## config.mk

```make
export PLATFORM = sky130hd
export DESIGN_NAME = bcd_timekeeper
export DESIGN_NICKNAME = d
export VERILOG_FILES = /design/src/rtl/bcd_tk_pkg.sv /design/src/rtl/tk_calendar.sv /design/src/rtl/tk_shadow.sv /design/src/rtl/tk_ctrl_status.sv /design/src/rtl/bcd_timekeeper.sv
export SDC_FILE = /design/constraint.sdc
export NUM_CORES = 1
export LEC_CHECK = 0
export BUFFER_PORTS_ARGS = -buffer_cell sky130_fd_sc_hd__buf_4
export CAP_MARGIN = 20
export CORE_ASPECT_RATIO = 1.4
export CORE_MARGIN = 2
export CORE_UTILIZATION = 30
export CTS_CLUSTER_DIAMETER = 150
export DETAILED_ROUTE_END_ITERATION = 16
export GPL_ROUTABILITY_DRIVEN = 0
export SYNTH_ARGS = -nofsm -noshare
export SYNTH_HDL_FRONTEND = slang
export SYNTH_SLANG_ARGS = --single-unit
```

## constraint.sdc

```tcl
create_clock -name clk -period 6.7 [get_ports clk]
set_clock_uncertainty 0.2 [all_clocks]
set_input_delay 1.675 -clock clk [delete_from_list [all_inputs] [get_ports clk]]
set_output_delay 1.675 -clock clk [all_outputs]
set_load 0.1 [all_outputs]
```

## src/rtl/bcd_tk_pkg.sv

```systemverilog
package bcd_tk_pkg;

  localparam int NFIELD      = 7;
  localparam int ADDR_CTRL   = 13;
  localparam int ADDR_STAT   = 14;

  localparam int CB_RUN      = 0;
  localparam int CB_SNAP     = 6;
  localparam int CB_VIEW     = 7;
  localparam logic [7:0] CTRL_KEEP = 8'hBF;

  localparam int SB_RUN      = 1;
  localparam int SB_EV_LO    = 2;
  localparam int SB_PWR      = 7;

  // first member is the most significant byte: byte i holds field i
  typedef struct packed {
    logic [7:0] wday;
    logic [7:0] year;
    logic [7:0] mon;
    logic [7:0] day;
    logic [7:0] hour;
    logic [7:0] min;
    logic [7:0] sec;
  } tk_time_t;

  function automatic logic [6:0] bcd2bin(logic [7:0] b);
    return 7'(int'(b[7:4]) * 10 + int'(b[3:0]));
  endfunction

  function automatic logic [7:0] bin2bcd(logic [6:0] v);
    int q;
    int r;
    q = int'(v) / 10;
    r = int'(v) % 10;
    return {4'(q), 4'(r)};
  endfunction

  function automatic logic [6:0] month_days(logic [7:0] mon_bcd, logic [7:0] yr_bcd);
    logic [6:0] m;
    logic [6:0] y;
    m = bcd2bin(mon_bcd);
    y = bcd2bin(yr_bcd);
    case (m)
      7'd2:                       return (y[1:0] == 2'b00) ? 7'd29 : 7'd28;
      7'd4, 7'd6, 7'd9, 7'd11:    return 7'd30;
      default:                    return 7'd31;
    endcase
  endfunction

  // returns {wrapped, next value}; values at or past the top wrap to base
  function automatic logic [8:0] wrap_inc(logic [7:0] cur, logic [6:0] top, logic [6:0] base);
    logic [6:0] b;
    b = bcd2bin(cur);
    if (b >= top) return {1'b1, bin2bcd(base)};
    return {1'b0, bin2bcd(b + 7'd1)};
  endfunction

  function automatic logic [7:0] pick_field(tk_time_t t, logic [2:0] i);
    case (i)
      3'd0:    return t.sec;
      3'd1:    return t.min;
      3'd2:    return t.hour;
      3'd3:    return t.day;
      3'd4:    return t.mon;
      3'd5:    return t.year;
      3'd6:    return t.wday;
      default: return 8'h00;
    endcase
  endfunction

endpackage

```

## src/rtl/tk_calendar.sv

```systemverilog
module tk_calendar
  import bcd_tk_pkg::*;
#(
  parameter int SEC_TOP  = 59,
  parameter int MIN_TOP  = 59,
  parameter int HOUR_TOP = 23,
  parameter int MON_TOP  = 12,
  parameter int YEAR_TOP = 99,
  parameter int WDAY_TOP = 6
) (
  input  logic       clk,
  input  logic       rst_n,
  input  logic       step_i,
  input  logic       ld_en_i,
  input  logic [2:0] ld_idx_i,
  input  logic [7:0] ld_data_i,
  output tk_time_t   now_o,
  output logic       ev_sec_o,
  output logic       ev_min_o,
  output logic       ev_hour_o,
  output logic       ev_day_o
);

  localparam logic [6:0] SEC_T  = 7'(SEC_TOP);
  localparam logic [6:0] MIN_T  = 7'(MIN_TOP);
  localparam logic [6:0] HOUR_T = 7'(HOUR_TOP);
  localparam logic [6:0] MON_T  = 7'(MON_TOP);
  localparam logic [6:0] YEAR_T = 7'(YEAR_TOP);
  localparam logic [6:0] WDAY_T = 7'(WDAY_TOP);

  tk_time_t t_q;

  logic [7:0] n_sec, n_min, n_hour, n_day, n_mon, n_year, n_wday;
  logic       w_sec, w_min, w_hour, w_day, w_mon, w_year, w_wday;
  logic       carry_min, carry_hour, carry_day, carry_mon, carry_year;
  logic [6:0] day_top;

  always_comb begin
    day_top = month_days(t_q.mon, t_q.year);
    {w_sec,  n_sec}  = wrap_inc(t_q.sec,  SEC_T,  7'd0);
    {w_min,  n_min}  = wrap_inc(t_q.min,  MIN_T,  7'd0);
    {w_hour, n_hour} = wrap_inc(t_q.hour, HOUR_T, 7'd0);
    {w_day,  n_day}  = wrap_inc(t_q.day,  day_top, 7'd1);
    {w_mon,  n_mon}  = wrap_inc(t_q.mon,  MON_T,  7'd1);
    {w_year, n_year} = wrap_inc(t_q.year, YEAR_T, 7'd0);
    {w_wday, n_wday} = wrap_inc(t_q.wday, WDAY_T, 7'd0);
  end

  // ripple of rollovers, each named for the checks below
  assign carry_min  = w_sec;
  assign carry_hour = carry_min  & w_min;
  assign carry_day  = carry_hour & w_hour;
  assign carry_mon  = carry_day  & w_day;
  assign carry_year = carry_mon  & w_mon;

  always_ff @(posedge clk) begin
    if (!rst_n) begin
      t_q       <= '{wday: 8'h00, year: 8'h00, mon: 8'h01, day: 8'h01,
                     hour: 8'h00, min: 8'h00, sec: 8'h00};
      ev_sec_o  <= 1'b0;
      ev_min_o  <= 1'b0;
      ev_hour_o <= 1'b0;
      ev_day_o  <= 1'b0;
    end else begin
      ev_sec_o  <= step_i;
      ev_min_o  <= step_i & carry_min;
      ev_hour_o <= step_i & carry_hour;
      ev_day_o  <= step_i & carry_day;
      if (ld_en_i) begin
        case (ld_idx_i)
          3'd0:    t_q.sec  <= ld_data_i;
          3'd1:    t_q.min  <= ld_data_i;
          3'd2:    t_q.hour <= ld_data_i;
          3'd3:    t_q.day  <= ld_data_i;
          3'd4:    t_q.mon  <= ld_data_i;
          3'd5:    t_q.year <= ld_data_i;
          3'd6:    t_q.wday <= ld_data_i;
          default: ;
        endcase
      end else if (step_i) begin
        t_q.sec <= n_sec;
        if (carry_min)  t_q.min  <= n_min;
        if (carry_hour) t_q.hour <= n_hour;
        if (carry_day) begin
          t_q.day  <= n_day;
          t_q.wday <= n_wday;
        end
        if (carry_mon)  t_q.mon  <= n_mon;
        if (carry_year) t_q.year <= n_year;
      end
    end
  end

  assign now_o = t_q;

  assert_min_event_at_zero_R6: assert property (@(posedge clk) disable iff (!rst_n)
    ev_min_o |-> (t_q.sec == 8'h00) && ev_sec_o);

  assert_day_event_midnight_R6: assert property (@(posedge clk) disable iff (!rst_n)
    ev_day_o |-> (t_q.hour == 8'h00) && (t_q.min == 8'h00) && ev_hour_o && ev_min_o);

  assert_day_event_day_valid_R4: assert property (@(posedge clk) disable iff (!rst_n)
    ev_day_o |-> (t_q.day != 8'h00) && (bcd2bin(t_q.day) <= 7'd31));

  assert_idle_holds_R2: assert property (@(posedge clk) disable iff (!rst_n)
    (!step_i && !ld_en_i) |=> $stable(t_q));

endmodule

```

## src/rtl/tk_shadow.sv

```systemverilog
module tk_shadow
  import bcd_tk_pkg::*;
#(
  parameter int FIELDS = NFIELD
) (
  input  logic     clk,
  input  logic     rst_n,
  input  logic     snap_i,
  input  tk_time_t live_i,
  output tk_time_t held_o
);

  localparam int W = 8 * FIELDS;

  logic [W-1:0] live_v;
  logic [W-1:0] held_v;

  assign live_v = live_i;

  for (genvar g = 0; g < FIELDS; g++) begin : g_byte
    always_ff @(posedge clk) begin
      if (!rst_n)      held_v[8*g +: 8] <= 8'h00;
      else if (snap_i) held_v[8*g +: 8] <= live_v[8*g +: 8];
    end
  end

  assign held_o = held_v;

  assert_snap_copies_live_R8: assert property (@(posedge clk) disable iff (!rst_n)
    snap_i |=> (held_o == $past(live_i)));

  assert_shadow_frozen_R9: assert property (@(posedge clk) disable iff (!rst_n)
    !snap_i |=> $stable(held_o));

endmodule

```

## src/rtl/tk_ctrl_status.sv

```systemverilog
module tk_ctrl_status
  import bcd_tk_pkg::*;
(
  input  logic       clk,
  input  logic       rst_n,
  input  logic       wr_ctrl_i,
  input  logic       wr_stat_i,
  input  logic [7:0] wdata_i,
  input  logic       ev_sec_i,
  input  logic       ev_min_i,
  input  logic       ev_hour_i,
  input  logic       ev_day_i,
  output logic [7:0] ctrl_o,
  output logic [7:0] stat_o,
  output logic       run_o,
  output logic       view_o,
  output logic       snap_o
);

  logic [7:0] ctrl_q;
  logic [3:0] sticky_q;
  logic       pwr_q;
  logic [3:0] ev_vec;
  logic [3:0] clr_vec;

  assign ev_vec  = {ev_day_i, ev_hour_i, ev_min_i, ev_sec_i};
  assign clr_vec = wr_stat_i ? wdata_i[SB_EV_LO +: 4] : 4'b0000;

  always_ff @(posedge clk) begin
    if (!rst_n) begin
      ctrl_q   <= 8'h00;
      sticky_q <= 4'b0000;
      pwr_q    <= 1'b1;
    end else begin
      if (wr_ctrl_i) ctrl_q <= wdata_i & CTRL_KEEP;
      sticky_q <= (sticky_q & ~clr_vec) | ev_vec;
      if (wr_stat_i && wdata_i[SB_PWR]) pwr_q <= 1'b0;
    end
  end

  assign run_o  = ctrl_q[CB_RUN];
  assign view_o = ctrl_q[CB_VIEW];
  assign snap_o = wr_ctrl_i & wdata_i[CB_SNAP];
  assign ctrl_o = ctrl_q;
  assign stat_o = {pwr_q, 1'b0, sticky_q, ctrl_q[CB_RUN], 1'b0};

  assert_day_event_sticks_R10: assert property (@(posedge clk) disable iff (!rst_n)
    ev_day_i |=> stat_o[SB_EV_LO + 3]);

  assert_pwr_clear_R10: assert property (@(posedge clk) disable iff (!rst_n)
    (wr_stat_i && wdata_i[SB_PWR]) |=> !stat_o[SB_PWR]);

  assert_snap_bit_reads_zero_R8: assert property (@(posedge clk) disable iff (!rst_n)
    wr_ctrl_i |=> !ctrl_o[CB_SNAP]);

endmodule

```

## src/rtl/bcd_timekeeper.sv

```systemverilog
module bcd_timekeeper
  import bcd_tk_pkg::*;
#(
  parameter int ADDR_W = 5
) (
  input  logic              clk,
  input  logic              rst_n,
  input  logic              tick_i,
  input  logic [ADDR_W-1:0] addr_i,
  input  logic [7:0]        wdata_i,
  input  logic              wr_i,
  output logic [7:0]        rdata_o,
  output logic              ev_sec_o,
  output logic              ev_min_o,
  output logic              ev_hour_o,
  output logic              ev_day_o
);

  localparam logic [ADDR_W-1:0] A_TIME_END = ADDR_W'(NFIELD);
  localparam logic [ADDR_W-1:0] A_CTRL     = ADDR_W'(ADDR_CTRL);
  localparam logic [ADDR_W-1:0] A_STAT     = ADDR_W'(ADDR_STAT);

  logic     time_sel, time_wr, step;
  logic     run, view, snap;
  logic     ev_s, ev_m, ev_h, ev_d;
  logic [7:0] ctrl_v, stat_v;
  tk_time_t live, shadow;

  assign time_sel = (addr_i < A_TIME_END);
  assign time_wr  = wr_i & time_sel;
  assign step     = tick_i & run & ~time_wr;

  tk_calendar u_cal (
    .clk       (clk),
    .rst_n     (rst_n),
    .step_i    (step),
    .ld_en_i   (time_wr),
    .ld_idx_i  (addr_i[2:0]),
    .ld_data_i (wdata_i),
    .now_o     (live),
    .ev_sec_o  (ev_s),
    .ev_min_o  (ev_m),
    .ev_hour_o (ev_h),
    .ev_day_o  (ev_d)
  );

  tk_shadow u_shadow (
    .clk    (clk),
    .rst_n  (rst_n),
    .snap_i (snap),
    .live_i (live),
    .held_o (shadow)
  );

  tk_ctrl_status u_cs (
    .clk       (clk),
    .rst_n     (rst_n),
    .wr_ctrl_i (wr_i && (addr_i == A_CTRL)),
    .wr_stat_i (wr_i && (addr_i == A_STAT)),
    .wdata_i   (wdata_i),
    .ev_sec_i  (ev_s),
    .ev_min_i  (ev_m),
    .ev_hour_i (ev_h),
    .ev_day_i  (ev_d),
    .ctrl_o    (ctrl_v),
    .stat_o    (stat_v),
    .run_o     (run),
    .view_o    (view),
    .snap_o    (snap)
  );

  always_comb begin
    if (time_sel)              rdata_o = view ? pick_field(shadow, addr_i[2:0])
                                              : pick_field(live, addr_i[2:0]);
    else if (addr_i == A_CTRL) rdata_o = ctrl_v;
    else if (addr_i == A_STAT) rdata_o = stat_v;
    else                       rdata_o = 8'h00;
  end

  assign ev_sec_o  = ev_s;
  assign ev_min_o  = ev_m;
  assign ev_hour_o = ev_h;
  assign ev_day_o  = ev_d;

  assert_halt_freezes_R2: assert property (@(posedge clk) disable iff (!rst_n)
    (!run && !time_wr) |=> ($stable(live) && !ev_sec_o));

  assert_tick_dropped_on_load_R7: assert property (@(posedge clk) disable iff (!rst_n)
    time_wr |=> !ev_sec_o);

  assert_status_run_mirror_R2: assert property (@(posedge clk) disable iff (!rst_n)
    stat_v[SB_RUN] == ctrl_v[CB_RUN]);

endmodule

```

# After elaboration in Yosys (flattened, before gate mapping)
# Cells that the tools add are included.
# word_totals
ff_bits,128
inputBits,17
output_inout_bits,12
wordCells,163
# op_classes
add_sub_neg,14
n_mul,7
n_div,14
magnitude_cmp,8
eq_ne,20
n_mux,45
bitwise,15
n_reduce_logical,19
# op_table
op,count
"divider 8 x 5 -> 32 bit, second input constant",7
"modulo 8 x 5 -> 32 bit, second input constant",7
two-way mux 8 bit,21
two-way mux 56 bit,2
case mux 8 bit (7 select lines),2
two-way mux 9 bit,10
"adder 7 x 1 -> 7 bit, second input constant",7
adder 7 x 5 -> 7 bit,6
"multiplier 4 x 3 -> 6 bit, second input constant",7
AND reduction 3 bit,6
"equality test 7 x 3 -> 1 bit, second input constant",2
"equality test 7 x 4 -> 1 bit, second input constant",2
">= comparator 7 x 6 -> 1 bit, second input constant",2
"inequality test 2 x 1 -> 1 bit, second input constant",7
case mux 7 bit (2 select lines),1
nonzero test 2 bit,6
AND 1 bit,11
"equality test 5 x 4 -> 1 bit, second input constant",2
"equality test 3 bit, second input constant",3
two-way mux 1 bit,8
adder 7 x 4 -> 7 bit,1
"equality test 7 x 2 -> 1 bit, second input constant",1
">= comparator 7 x 3 -> 1 bit, second input constant",1
">= comparator 7 x 4 -> 1 bit, second input constant",1
16 further kinds,19

# Depth between registers and ports, before layout
# depth
ltp_word,13
mapped_depth,21
ltp_nobuf,19

# Modules after synthesis
# A second synthesis with hierarchy kept.
# hier_totals
cells_unflattened,1671
area_unflattened_um2,13460.4
# by_module_without_submodules
mod,n_inst,cells_per_inst,area_each_um2,seq_area_each_um2
tk_calendar,1,1289,9539.1,1201.2
tk_shadow,1,180,2134.5,1121.1
bcd_timekeeper,1,151,1272.5,0.0
tk_ctrl_status,1,51,514.2,240.2

# Worst setup path after synthesis
# Ideal clock, no wire load.
# synth_path
path_kind,input to output
start,in addr_i[0]
end,out rdata_o[5]
arrival_time_ns,5.182
required_time_ns,4.825
path_slack_ns,-0.357
stages,7
n_path_buf,2
cell_sequence,clkbuf_1 nor3b_1 clkbuf_1 a22oi_1 nand4_1 nand2_1 o21ai_0
# synth_between
elab_chain_cells,4
word_cells_on_any_way,16
cone_classes,order compare (1); eq/ne (8); mux (6); reduce/logical (1)
# synth_lines
item,line,text
from (decl),bcd_timekeeper.sv:9,"input logic [ADDR_W-1:0] addr_i,"
"equality test 3 bit, or another cell as far along",bcd_tk_pkg.sv:60,case (i)
case mux 8 bit (7 select lines) or two-way mux 8 bit (tied branches),"bcd_tk_pkg.sv:60, bcd_timekeeper.sv:76",
two-way mux 8 bit (on tied branches),"bcd_timekeeper.sv:73, bcd_timekeeper.sv:75",
two-way mux 8 bit (*),bcd_timekeeper.sv:73,"if (time_sel) rdata_o = view ? pick_field(shadow, addr_i[2:0])"
to (decl),bcd_timekeeper.sv:12,"output logic [7:0] rdata_o,"
# Mark *: on every way between the ends. The rest lies on a longest branch, timed or not.

# Worst setup path after layout
# layout_path
start,reg u_cal.t_q (netlist bit u_cal.now_o[53])
end,reg u_cal.t_q (netlist bit u_cal.now_o[49])
# layout_between
elab_chain_cells,8
word_cells_on_any_way,10
cone_classes,add/sub (2); mul (1); div (1); order compare (1); mux (5)
# layout_lines
item,line,text
from (decl),tk_calendar.sv:31,tk_time_t t_q;
from (signal assigned),tk_calendar.sv:58,"t_q <= '{wday: 8'h00, year: 8'h00, mon: 8'h01, day: 8'h01,"
multiplier 4 x 3 -> 6 bit (*),bcd_tk_pkg.sv:28,return 7'(int'(b[7:4]) * 10 + int'(b[3:0]));
adder 7 x 5 -> 7 bit (*),bcd_tk_pkg.sv:28,
adder 7 x 1 -> 7 bit or >= comparator 7 x 3 -> 1 bit (tied branches),"bcd_tk_pkg.sv:56, bcd_tk_pkg.sv:55",
modulo 8 x 5 -> 32 bit or two-way mux 1 bit (tied branches),"bcd_tk_pkg.sv:35, bcd_tk_pkg.sv:55",
two-way mux 8 bit (*),bcd_tk_pkg.sv:56,"return {1'b0, bin2bcd(b + 7'd1)};"
two-way mux 8 bit (*),tk_calendar.sv:84,if (carry_day) begin
two-way mux 56 bit (*),tk_calendar.sv:80,end else if (step_i) begin
two-way mux 56 bit (*),tk_calendar.sv:69,if (ld_en_i) begin
# Mark *: on every way between the ends. The rest lies on a longest branch, timed or not. The select of a mux whose other input is x is not followed.
# A chain may end at the register's enable or synchronous reset.

==> impl_metrics.json <==
{
  "via_count": 13190,
  "met2_usage_pct": 34.79,
  "crit_arrival_ps": 5870,
  "avgRoutedWirePerCell_um": 18.78,
  "syn_nets": 1802,
  "dp.cells": 2200,
  "required_ps": 6850,
  "seqPwrFrac_pct": 39.6,
  "final_cells": 2232,
  "max_freq_mhz": 174.9,
  "setup_viol": 0,
  "worst_slew_pin_slew_ps": 1129,
  "grt_use_met1_pct": 21.38,
  "p_int_mw": 1.461,
  "rsz0062_at_grt": "false",
  "p_per_area_mw_per_mm2": 139.8,
  "dieHeight_um": 245.7,
  "cts-resized-gates": 0,
  "critPathMaxFanout": 7,
  "insertion_delay_ps": 430,
  "min_period_ps": 5718,
  "ys.flop_type": "dfxtp_1",
  "status": "completed",
  "numCtsBuffers": 17,
  "ant_nets": 0,
  "yosysSeqAreaShare_pct": 20.47,
  "setup_ws_ps": 981.9,
  "p_leak_nw": 5.334,
  "ys_warn_count": 0,
  "max_slew_margin_pct": 24.74,
  "root_buffer": "clkbuf_16",
  "routed_via_density": 5.908,
  "switchingPower_mw": 0.4894,
  "multi_input_area_mm2": 0.009492,
  "synth-seq-cells": 128,
  "place_worst_setup_slack_ps": 1060,
  "grt-ovfl-total": 0,
  "grt_first_pass_wirelength_mm": 66.81,
  "avgSynthCellArea_um2": 7.412,
  "grt_busiest_layer": "met2",
  "period_share_pct": 85.34,
  "num_rows": 88,
  "combPwrFrac_pct": 8.7,
  "drive_above_1_share_pct": 7.447,
  "htreeDepth": 4,
  "synthDistinctLibCells": 93,
  "holdCritPathClass": "flop to flop",
  "synthTopCellsByArea": "dfxtp_1 20%, ha_1 8.2%, nand2_1 7.4%, a21oi_1 5.8%, o21ai_0 3.6%",
  "path_class": "flop to flop",
  "core_mm2": 0.04118,
  "synth_edf_count": 0,
  "worstHoldStart": "u_cs.pwr_q$_SDFFE_PN1P_",
  "power_mw": 1.950,
  "tns_ps": 0,
  "drt_wl_total_mm": 41.93,
  "synth_cells": 1689,
  "first_global_vias": 12500,
  "grt_usage_pct": 19.08,
  "path_clk_slew_ps": 60,
  "yosys.area.top_type": "dfxtp_1",
  "vdd_drop_max_mv": 0.1428,
  "grt_use_met3_pct": 2.242,
  "yosys.area.top_type_share_pct": 20.47,
  "rr_startpoint": "u_cal.now_o[53]$_SDFFE_PN0P_",
  "dp_hpwl_mm": 31.38,
  "cts_tree": "yes",
  "drt_pass1_iterations": 7,
  "finalHoldViolCount": 0,
  "drt_iter0_markers": 1142,
  "syn_area_mm2": 0.01252,
  "drv_cap": 0,
  "cts_setup_buffers": 0,
  "end_kind": "flop",
  "start_kind": "flop",
  "fin_nets": 1793,
  "drc_errors": 0,
  "syn_to_final_growth_pct": 11.46,
  "clock_power_share_pct": 51.7,
  "switching_share_pct": 25.10,
  "grt_max_degree": 65,
  "antenna_found_initial": 0,
  "start_util_pct": 30.40,
  "critPathLaunch": "u_cal.now_o[53]$_SDFFE_PN0P_",
  "nFillCells": 4370,
  "hold_buffers": 0,
  "drv_slew": 0,
  "seq_area_mm2": 0.002562,
  "pin_count": 29,
  "port_buffers": 28,
  "cts.sinks": 128,
  "die_width_um": 176.6,
  "design.die.area_mm2": 0.04340,
  "synthArstFlopShare_pct": 0,
  "n_antenna_cell": 0,
  "clk_path_buf_depth": 2
}
kinds of logic after synthesis:
family | after synthesis | synth area share [%]
fa+ha+maj | 103 | 11.00
simple gates | 657 | 25.22
flops | 128 | 20.47
compound gates | 568 | 31.14
xor+xnor | 84 | 6.657
mux | 19 | 1.589
buf+inv | 130 | 3.918
worst max-delay path, stage by stage (launching register included):
cell and delay, ps:
dfxtp_1 500, ha_1 300, ha_1 200, inv_1 70, fa_1 480, nand2b_1 210, o2bb2ai_2 310, xor2_1 400
ha_1 270, nand2_1 80, o31ai_1 300, o32ai_1 170, or2_0 230, mux2_4 310, maj3_2 340, a221oi_4 370
a311o_1 240, o21ai_1 70, a2111o_1 430, a41oi_1 150
worst paths after layout:
check	slack, ps	cells after the start	to
setup / recovery	980	19	u_cal.now_o[49]$_SDFFE_PN0P_
hold / removal	250	2	u_cs.pwr_q$_SDFFE_PN1P_
setup reg to reg	980	19	u_cal.now_o[49]$_SDFFE_PN0P_
hold reg to reg	250	2	u_cs.pwr_q$_SDFFE_PN1P_
flip-flops by register name (all words and copies together), names as in the netlist:
name and count:
u_cal.now_o 56, u_shadow.held_o 56, u_cs.sticky_q 4, u_cs.pwr_q 1
u_cal.ev_sec_o 1, u_cal.ev_hour_o 1, u_cal.ev_min_o 1, u_cal.ev_day_o 1
u_cs.ctrl_o 7
layout by cell type (no fill, tap or decap), types with 25 or more instances in the layout:
| cell | netlist | layout |
|---|---|---|
| a211oi_1 | 27 | 27 |
| a21oi_1 | 144 | 144 |
| a22oi_1 | 27 | 27 |
| a31oi_1 | 27 | 27 |
| and3_1 | 26 | 25 |
| buf_4 | 0 | 48 |
| dfxtp_1 | 128 | 128 |
| ha_1 | 82 | 82 |
| inv_1 | 49 | 49 |
| nand2_1 | 247 | 247 |
| nand3_1 | 83 | 82 |
| nand4_1 | 25 | 25 |
| nor2_1 | 106 | 106 |
| nor3_1 | 39 | 38 |
| o211ai_1 | 29 | 29 |
| o21ai_0 | 89 | 85 |
| xnor2_1 | 50 | 50 |
| xor2_1 | 26 | 26 |
stage by stage:
step	instance area (um2)	util, %	hold slack [ps]
4_1_cts	13930	33.82	250.0
2_1_floorplan	12520	-	222.5
3_3_place_gp	13290	32.27	234.3
6_report	13950	33.88	248.7
3_5_place_dp	13290	32.27	241.1
5_1_grt	13950	33.88	264.6
power groups by stage:
stage | registers (mW) | logic [mW] | clock network [mW]
floorplan | 0.786 | 0.111 | 0
global placement | 0.789 | 0.162 | 0
detailed placement | 0.789 | 0.163 | 0
CTS | 0.773 | 0.164 | 1.01
global route | 0.773 | 0.183 | 1.05
finish | 0.773 | 0.169 | 1.01
final cells by class:
class / count / area share [%]
multi-input combinational: 1431 / 68.02
sequential: 128 / 18.36
tap: 540 / 4.842
clock buffer: 19 / 3.246
timing repair buffer: 49 / 2.780
inverter: 53 / 1.426
clock inverter: 12 / 1.318
cell usage after synthesis (all sizes together) (20+ instances only):
cell	number
a211oi	28
a21oi	144
a221oi	27
a22o	20
a22oi	27
a31oi	27
and2	24
and3	26
clkbuf	70
dfxtp	128
ha	82
inv	53
nand2	247
nand2b	20
nand3	83
nand4	25
nor2	106
nor3	41
o211ai	29
o21ai	100
xnor2	51
xor2	27
layer usage:
| metal | vias up | part of all wire (%) |
|---|---|---|
| met5 | - | 0 |
| li1 | 6325 | - |
| met3 | 127 | 4.6 |
| met2 | 450 | 51 |
| met4 | 0 | 5.2 |
| met1 | 6284 | 39 |
Power figures use the tool's default switching activity.
